### config.mk
export PLATFORM = sky130hd
export DESIGN_NAME = bmask_decoder
export DESIGN_NICKNAME = d
export VERILOG_FILES = /design/src/rtl/bmask_decoder_pkg.sv /design/src/rtl/bmask_size_find.sv /design/src/rtl/bmask_element.sv /design/src/rtl/bmask_replicate.sv /design/src/rtl/bmask_decoder.sv
export SDC_FILE = /design/constraint.sdc
export NUM_CORES = 1
export LEC_CHECK = 0
export CORE_ASPECT_RATIO = 1.4
export CORE_MARGIN = 2
export CORE_UTILIZATION = 47
export DETAILED_ROUTE_END_ITERATION = 7
export PLACE_DENSITY = 0.72
export SLEW_MARGIN = 0
export SYNTH_ARGS = -nofsm -noshare
export SYNTH_HDL_FRONTEND = slang
export SYNTH_SLANG_ARGS = --single-unit
### constraint.sdc
create_clock -name vclk -period 4.7
set_input_delay 0.47 -clock vclk [all_inputs]
set_output_delay 0.47 -clock vclk [all_outputs]
set_load 0.03 [all_outputs]
### src/rtl/bmask_decoder_pkg.sv
package bmask_decoder_pkg;
    localparam int BMD_FIELD_W = 6;
    localparam int BMD_WORD_W  = 1 << BMD_FIELD_W;
    localparam int BMD_LOG_W   = $clog2(BMD_FIELD_W + 1);
endpackage

### src/rtl/bmask_size_find.sv
module bmask_size_find
    import bmask_decoder_pkg::*;
#(
    parameter int FIELD_W = BMD_FIELD_W,
    localparam int LOG_W  = $clog2(FIELD_W + 1)
) (
    input  logic               wide_i,
    input  logic [FIELD_W-1:0] run_code_i,
    output logic [FIELD_W-1:0] lvl_mask_o,
    output logic               size_ok_o
);
    logic [FIELD_W:0] probe;
    logic [LOG_W-1:0] top_pos;

    // Leading-one search over {wide, ~run_code}.
    always_comb begin
        probe   = {wide_i, ~run_code_i};
        top_pos = '0;
        for (int i = 0; i <= FIELD_W; i++) begin
            if (probe[i]) top_pos = LOG_W'(i);
        end
    end

    // Element width minus one, as a mask of low ones.
    always_comb begin
        for (int k = 0; k < FIELD_W; k++) begin
            lvl_mask_o[k] = (k < int'(top_pos));
        end
        size_ok_o = (top_pos != '0);
    end
endmodule

### src/rtl/bmask_element.sv
module bmask_element
    import bmask_decoder_pkg::*;
#(
    parameter int FIELD_W = BMD_FIELD_W,
    localparam int WORD_W = 1 << FIELD_W
) (
    input  logic [FIELD_W-1:0] lvl_mask_i,
    input  logic [FIELD_W-1:0] run_code_i,
    input  logic [FIELD_W-1:0] rot_code_i,
    output logic [WORD_W-1:0]  elem_o,
    output logic               run_ok_o
);
    logic [FIELD_W-1:0] run_len;
    logic [FIELD_W-1:0] rot_amt;
    logic [WORD_W-1:0]  ones;
    logic [FIELD_W-1:0] src;

    always_comb begin
        run_len  = run_code_i & lvl_mask_i;
        rot_amt  = rot_code_i & lvl_mask_i;
        run_ok_o = (run_len != lvl_mask_i);
    end

    // Unrotated run: bits 0..run_len set.
    always_comb begin
        for (int i = 0; i < WORD_W; i++) begin
            ones[i] = (i <= int'(run_len));
        end
    end

    // Right rotation confined to the element.
    always_comb begin
        elem_o = '0;
        src    = '0;
        for (int j = 0; j < WORD_W; j++) begin
            src = (FIELD_W'(j) + rot_amt) & lvl_mask_i;
            if (j <= int'(lvl_mask_i)) elem_o[j] = ones[src];
        end
    end
endmodule

### src/rtl/bmask_replicate.sv
module bmask_replicate
    import bmask_decoder_pkg::*;
#(
    parameter int FIELD_W = BMD_FIELD_W,
    localparam int WORD_W = 1 << FIELD_W
) (
    input  logic [FIELD_W-1:0] lvl_mask_i,
    input  logic [WORD_W-1:0]  elem_i,
    output logic [WORD_W-1:0]  word_o
);
    // Each output bit picks the element bit at its position modulo e.
    for (genvar j = 0; j < WORD_W; j++) begin : g_tile
        assign word_o[j] = elem_i[FIELD_W'(j) & lvl_mask_i];
    end
endmodule

### src/rtl/bmask_decoder.sv
module bmask_decoder
    import bmask_decoder_pkg::*;
#(
    parameter int FIELD_W = BMD_FIELD_W,
    localparam int WORD_W = 1 << FIELD_W
) (
    input  logic               wide_i,
    input  logic [FIELD_W-1:0] run_code_i,
    input  logic [FIELD_W-1:0] rot_code_i,
    output logic [WORD_W-1:0]  mask_o,
    output logic               valid_o
);
    typedef struct packed {
        logic              valid;
        logic [WORD_W-1:0] mask;
    } result_t;

    logic [FIELD_W-1:0] lvl_mask;
    logic               size_ok;
    logic               run_ok;
    logic [WORD_W-1:0]  elem;
    logic [WORD_W-1:0]  tiled;
    result_t            result_d;

    bmask_size_find #(.FIELD_W(FIELD_W)) u_size (
        .wide_i     (wide_i),
        .run_code_i (run_code_i),
        .lvl_mask_o (lvl_mask),
        .size_ok_o  (size_ok)
    );

    bmask_element #(.FIELD_W(FIELD_W)) u_elem (
        .lvl_mask_i (lvl_mask),
        .run_code_i (run_code_i),
        .rot_code_i (rot_code_i),
        .elem_o     (elem),
        .run_ok_o   (run_ok)
    );

    bmask_replicate #(.FIELD_W(FIELD_W)) u_rep (
        .lvl_mask_i (lvl_mask),
        .elem_i     (elem),
        .word_o     (tiled)
    );

    always_comb begin
        result_d.valid = size_ok & run_ok;
        result_d.mask  = result_d.valid ? tiled : '0;
    end

    assign mask_o  = result_d.mask;
    assign valid_o = result_d.valid;
endmodule

; Word level (Yosys, flattened, before mapping)
; Index checks and enable logic that the tools add are counted.
[classes]
n_addsub = 63
magnitude_cmp = 259
n_eq_ne = 1
n_mux = 324
bitwise_logic = 68
n_reduce_logical = 1
[ops]
columns = op, n
row1 = < comparator 6 x 7 -> 1 bit (second input constant), 96
row2 = bitwise AND 6 bit, 66
row3 = binary-select mux 1 bit (select 6 bit), 65
row4 = <= comparator 6 bit (first input constant), 64
row5 = two-way mux 1 bit, 197
row6 = adder 6 bit (first input constant), 32
row7 = <= comparator 5 x 6 -> 1 bit (first input constant), 32
row8 = < comparator 5 x 7 -> 1 bit (second input constant), 16
row9 = adder 5 x 6 -> 6 bit (first input constant), 16
row10 = <= comparator 4 x 6 -> 1 bit (first input constant), 16
row11 = two-way mux 64 bit, 1
row12 = binary-select mux 1 bit (select 3 bit), 20
row13 = binary-select mux 1 bit (select 4 bit), 15
row14 = < comparator 4 x 7 -> 1 bit (second input constant), 8
row15 = adder 4 x 6 -> 6 bit (first input constant), 8
row16 = <= comparator 3 x 6 -> 1 bit (first input constant), 8
row17 = binary-select mux 1 bit (select 2 bit), 15
row18 = binary-select mux 1 bit (select 5 bit), 6
row19 = < comparator 3 x 7 -> 1 bit (second input constant), 4
row20 = adder 3 x 6 -> 6 bit (first input constant), 4
row21 = <= comparator 2 x 6 -> 1 bit (first input constant), 4
row22 = < comparator 2 x 7 -> 1 bit (second input constant), 2
row23 = adder 2 x 6 -> 6 bit (first input constant), 2
row24 = <= comparator 1 x 6 -> 1 bit (first input constant), 2
row25 = other kinds (11), 17
[word_totals]
register_bits = 0
inputBits = 13
out_inout_bits = 65
elab_cells = 716

; Logic depth before layout (Yosys ltp)
[logic_depth]
word_depth = 17
mapped_depth = 17
mapped_depth_nobuf = 13

; Cells and area by module
; Synthesis repeated with hierarchy kept, for this count alone.
[hier_totals]
hier_cells = 1422
area_unflattened_um2 = 9690.5
[by_module_without_submodules]
columns = mod, instances, cells_each, area_per_inst_um2, seq_area_each_um2
row1 = bmask_element, 1, 1083, 6822.8, 0.0
row2 = bmask_replicate, 1, 252, 2275.9, 0.0
row3 = bmask_decoder, 1, 79, 545.5, 0.0
row4 = bmask_size_find, 1, 8, 46.3, 0.0

; Least setup slack after synthesis
; Ideal clock, no wire load.
[synth_timing]
path_kind = input port to output port
start = input port rot_code_i[2]
end = output port mask_o[51]
arrival_ns = 4.066
t_required_ns = 4.230
path_slack_ns = 0.164
path_stages = 13
n_path_buf = 3
cell_sequence = buf_1 > nand2_1 > clkinv_1 > clkbuf_1 > ha_1 > clkbuf_1 > nor3_1 > nor3_2 > mux2_2 > a2bb2oi_1 > o211a_1 > or2_2 > a211oi_1
[synth_via]
elab_chain_cells = 9
elab_cells_between_ends = 82
classes_between = add/sub (15) / mux (50) / bitwise (17)
[synth_rtl]
columns = element, line_no
row1 = start: declaration, bmask_decoder.sv:9  ; input logic [FIELD_W-1:0] rot_code_i,
row2 = bitwise AND 6 bit (*), bmask_element.sv:20  ; rot_amt = rot_code_i & lvl_mask_i;
row3 = adder 1 x 6 -> 6 bit (tied with other cells), bmask_element.sv:36  ; src = (FIELD_W'(j) + rot_amt) & lvl_mask_i;
row4 = bitwise AND 6 bit, bmask_element.sv:36
row5 = binary-select mux 1 bit (select 6 bit), bmask_element.sv:37  ; if (j <= int'(lvl_mask_i)) elem_o[j] = ones[src];
row6 = two-way mux 1 bit (not written as such), bmask_element.sv:37
row7 = two-way mux 1 bit, bmask_element.sv:37
row8 = binary-select mux 1 bit (select 4 bit) (*), bmask_replicate.sv:13  ; assign word_o[j] = elem_i[FIELD_W'(j) & lvl_mask_i];
row9 = two-way mux 1 bit (not written as such) (*), bmask_replicate.sv:13
row10 = two-way mux 64 bit (*), bmask_decoder.sv:48  ; result_d.mask = result_d.valid ? tiled : '0;
row11 = end: declaration, bmask_decoder.sv:10  ; output logic [WORD_W-1:0] mask_o,
; Every way passes the cells marked *; elsewhere a longest branch is shown, timed or not. The select of a mux whose other input is x is not followed.

; Worst setup path after layout
[layout_timing]
start = input port run_code_i[1]
end = output port mask_o[14]
[layout_via]
elab_chain_cells = 17
elab_cells_between_ends = 129
classes_between = add/sub (7) / order compare (76) / eq/ne (1) / mux (32) / bitwise (12) / reduce/logical (1)
[layout_rtl]
columns = element, line_no
row1 = start: declaration, bmask_decoder.sv:8  ; input logic [FIELD_W-1:0] run_code_i,
row2 = NOT 6 bit, bmask_size_find.sv:17  ; probe = {wide_i, ~run_code_i};
row3 = two-way mux 1 bit, bmask_size_find.sv:20  ; if (probe[i]) top_pos = LOG_W'(i);
row4 = two-way mux 2 bit (2 in a row), bmask_size_find.sv:20
row5 = two-way mux 3 bit (3 in a row), bmask_size_find.sv:20
row6 = < comparator 1 x 3 -> 1 bit (tied with other cells), bmask_size_find.sv:27  ; lvl_mask_o[k] = (k < int'(top_pos));
row7 = bitwise AND 6 bit, bmask_element.sv:20
row8 = adder 2 x 6 -> 6 bit (tied with other cells), bmask_element.sv:36
row9 = bitwise AND 6 bit, bmask_element.sv:36
row10 = binary-select mux 1 bit (select 6 bit), bmask_element.sv:37
row11 = two-way mux 1 bit (not written as such), bmask_element.sv:37
row12 = two-way mux 1 bit, bmask_element.sv:37
row13 = binary-select mux 1 bit (select 3 bit), bmask_replicate.sv:13
row14 = two-way mux 1 bit (not written as such), bmask_replicate.sv:13
row15 = two-way mux 64 bit (*), bmask_decoder.sv:48
; Marks and branches as above.

==> flow_summary.ini <==
[outcome]
status = complete, no violations

[worst_setup_path]
worstPathRequired_ps = 4230
crit_arrival_ps = 4120
crit_path_max_fanout = 22
cp-end-kind = output pin
worstSetupPathType = input pin to output pin
start_kind = input pin

[floorplanning]
rows = 59
dieArea_sq_um = 19800
core_region_area_sq_um = 18500
die_width_um = 119
io_pins = 78
chipHeight_um = 166
start_util = 0.475

[global_route]
antenna_found_initial = 1
grt_max_degree = 36
grt_overflow = 0
grt_pass1_wl_mm = 70.7
grt_usage = 0.452
grt_pass1_vias = 12200

[final_layout]
layout-drive-gt1-share = 0.305
seq_cell_count = 0
n_clock_buffer = 0
fin_area_sq_um = 12200
n_fill_cell = 1749
final_cells = 1925
seq_area_sq_um = 0
layout.nets = 1714
area_delta_synth_final_pct = 39.0
antenna_cells = 0

[worst_hold_path]
hp-start = run_code_i[4]
hold_path_class = input pin to output pin
min_path_cells = 5
hold_path_end = mask_o[61]

[power_and_ir_drop]
pwr-share-seq = 0
leakagePower_nw = 5.39
vdd_ir_drop_max_mv = 0.135
power_frac_comb = 1.000
power.internal_mw = 1.05
p_sw_frac = 0.582
clock_power_share = 0
switchingPower_mw = 1.45
power_density_nw_per_um2 = 205

[sta]
worst_slew_pin_slew_ps = 950
drv_slew = 0
min_period_over_period = 0.977
slew_headroom = 0.365
rsz0062_at_grt = false
finalCriticalPeriod_ps = 4590
timing.fmax_mhz = 218
setup_viol = 0
finalHoldViolations = 0

[place]
dpl.cell_count = 1923
dp_hpwl_mm = 37.3
dpl-instance-area_sq_um = 12100
numPortBuffers = 78
gp_congestion = 1.07

[synthesis]
synth.top_cell.area_share = 0.111
postSynthAreaPerCell_sq_um = 6.50
synth_common_cells = 153 x nand2_1, 120 x nor2_1, 108 x a21oi_1
syn_area_sq_um = 8770
synth_fp_nets = 1381
synth_cells = 1350
yosysUniqueCellTypes = 98
seq_area_frac_synth = 0
yosysWarnings = 0
synth_area_leaders = mux2i_1 11%, nand2_1 6.5%, a21oi_1 6.2%
yosysTopAreaCell = mux2i_1
yosysMostFrequentCell = nand2_1

[detailed_routing]
remaining_drc_errors = 0
wl_per_cell_um = 24.5
post_drt_via_cell_ratio = 6.87
ant_nets = 0
vias = 13200
drt-total-wl_mm = 47.1
first_iter_violations = 1993
first_pass_iters = 8

[flow_run]
cap_violations = 0
final cells by class:
cell class / count / area, sq um / share of cell area
Multi-Input combinational cell: 1210 / 8290 / 0.680
Inverter: 28 / 108 / 0.00883
Tap cell: 244 / 305 / 0.0250
Timing Repair Buffer: 443 / 3490 / 0.286
power groups by stage:
stage,clock (mW),sequential [mW],combinational (mW)
4_1_cts,0,0,2.42
3_5_place_dp,0,0,2.42
2_1_floorplan,0,0,1.42
3_3_place_gp,0,0,2.40
5_1_grt,0,0,2.63
6_report,0,0,2.50
placed cells by master (no fill, tap or decap), types with 7 or more instances in the layout:
master and instances:
nand2b_1 19, nand3_1 53, clkdlybuf4s50_1 19, or3_1 10, dlygate4sd2_1 12, xor2_1 16
nor2_1 119, mux2i_1 93, o22ai_1 20, or2_2 11, nor3_1 37, o21a_1 16
o2111ai_1 7, o211ai_1 54, mux4_2 14, o21ai_0 99, nand2_1 151, o211a_1 15
a21oi_1 106, nand4_1 12, o21ai_1 12, o221ai_1 12, a211oi_1 26, buf_4 397
xnor2_1 41, o31ai_1 9, a22oi_1 7, ha_1 15, a31oi_1 26, and3_1 12
and2_1 13, mux2_2 23, inv_1 19
through the flow:
| stage | setup TNS, ps | hold slack (ps) | worst slack (ps) | total power, mW | utilization |
|---|---|---|---|---|---|
| 5_1_grt | 0 | 1870 | 2.76 | 2.63 | 0.661 |
| 4_1_cts | 0 | 1850 | 0.338 | 2.42 | 0.655 |
| 2_1_floorplan | 0 | 1500 | 164 | 1.42 | - |
| 6_report | 0 | 1870 | 110 | 2.50 | 0.661 |
| 3_3_place_gp | -1240 | 1820 | -228 | 2.40 | 0.653 |
| 3_5_place_dp | -2220 | 1840 | -241 | 2.42 | 0.653 |
metal layers:
layer / wire length [um] / GRT usage / share of wire / up-vias
li1: - / - / - / 5828
met1: 17800 / 0.574 / 0.38 / 6155
met2: 20700 / 0.716 / 0.44 / 984
met3: 4790 / 0.0620 / 0.10 / 264
met4: 3800 / 0.284 / 0.081 / 2
met5: 11 / 0 / 0.00023 / -
critical path: stages:
cell and delay [ps]:
clkdlybuf4s50_1 450, buf_4 250, or3_1 540, a21oi_1 230
buf_4 150, mux2i_1 110, a21oi_1 300, mux2i_1 130
o21ai_0 390, mux2i_1 180, o221a_2 310, clkdlybuf4s50_1 600
worst max path at each step:
stage,from,to,slack [ps],cells past startpoint
after floorplan,rot_code_i[2],mask_o[51],160,13
after global placement,run_code_i[3],mask_o[59],-230,14
after global routing,run_code_i[1],mask_o[55],3,15
after detailed placement,run_code_i[3],mask_o[44],-240,13
after CTS,run_code_i[3],mask_o[26],0.3,17
final,run_code_i[1],mask_o[14],110,12
timing repair:
action / CTS / global route
hold buffers: 0 / 0
pin swaps: 0 / 8
resized for setup: 26 / 28
endpoints found under the setup margin: 23 / 39
buffers inserted: 0 / 2
cloned: 0 / 0
logic make-up after synthesis:
kind of cell	count (synthesis)	synth area share
compound gates	517	0.405
simple gates	478	0.259
buf+inv	140	0.0690
mux	136	0.179
xor+xnor	57	0.0569
fa+ha+maj	22	0.0302
Note: power is estimated with default switching activity, not from simulation.
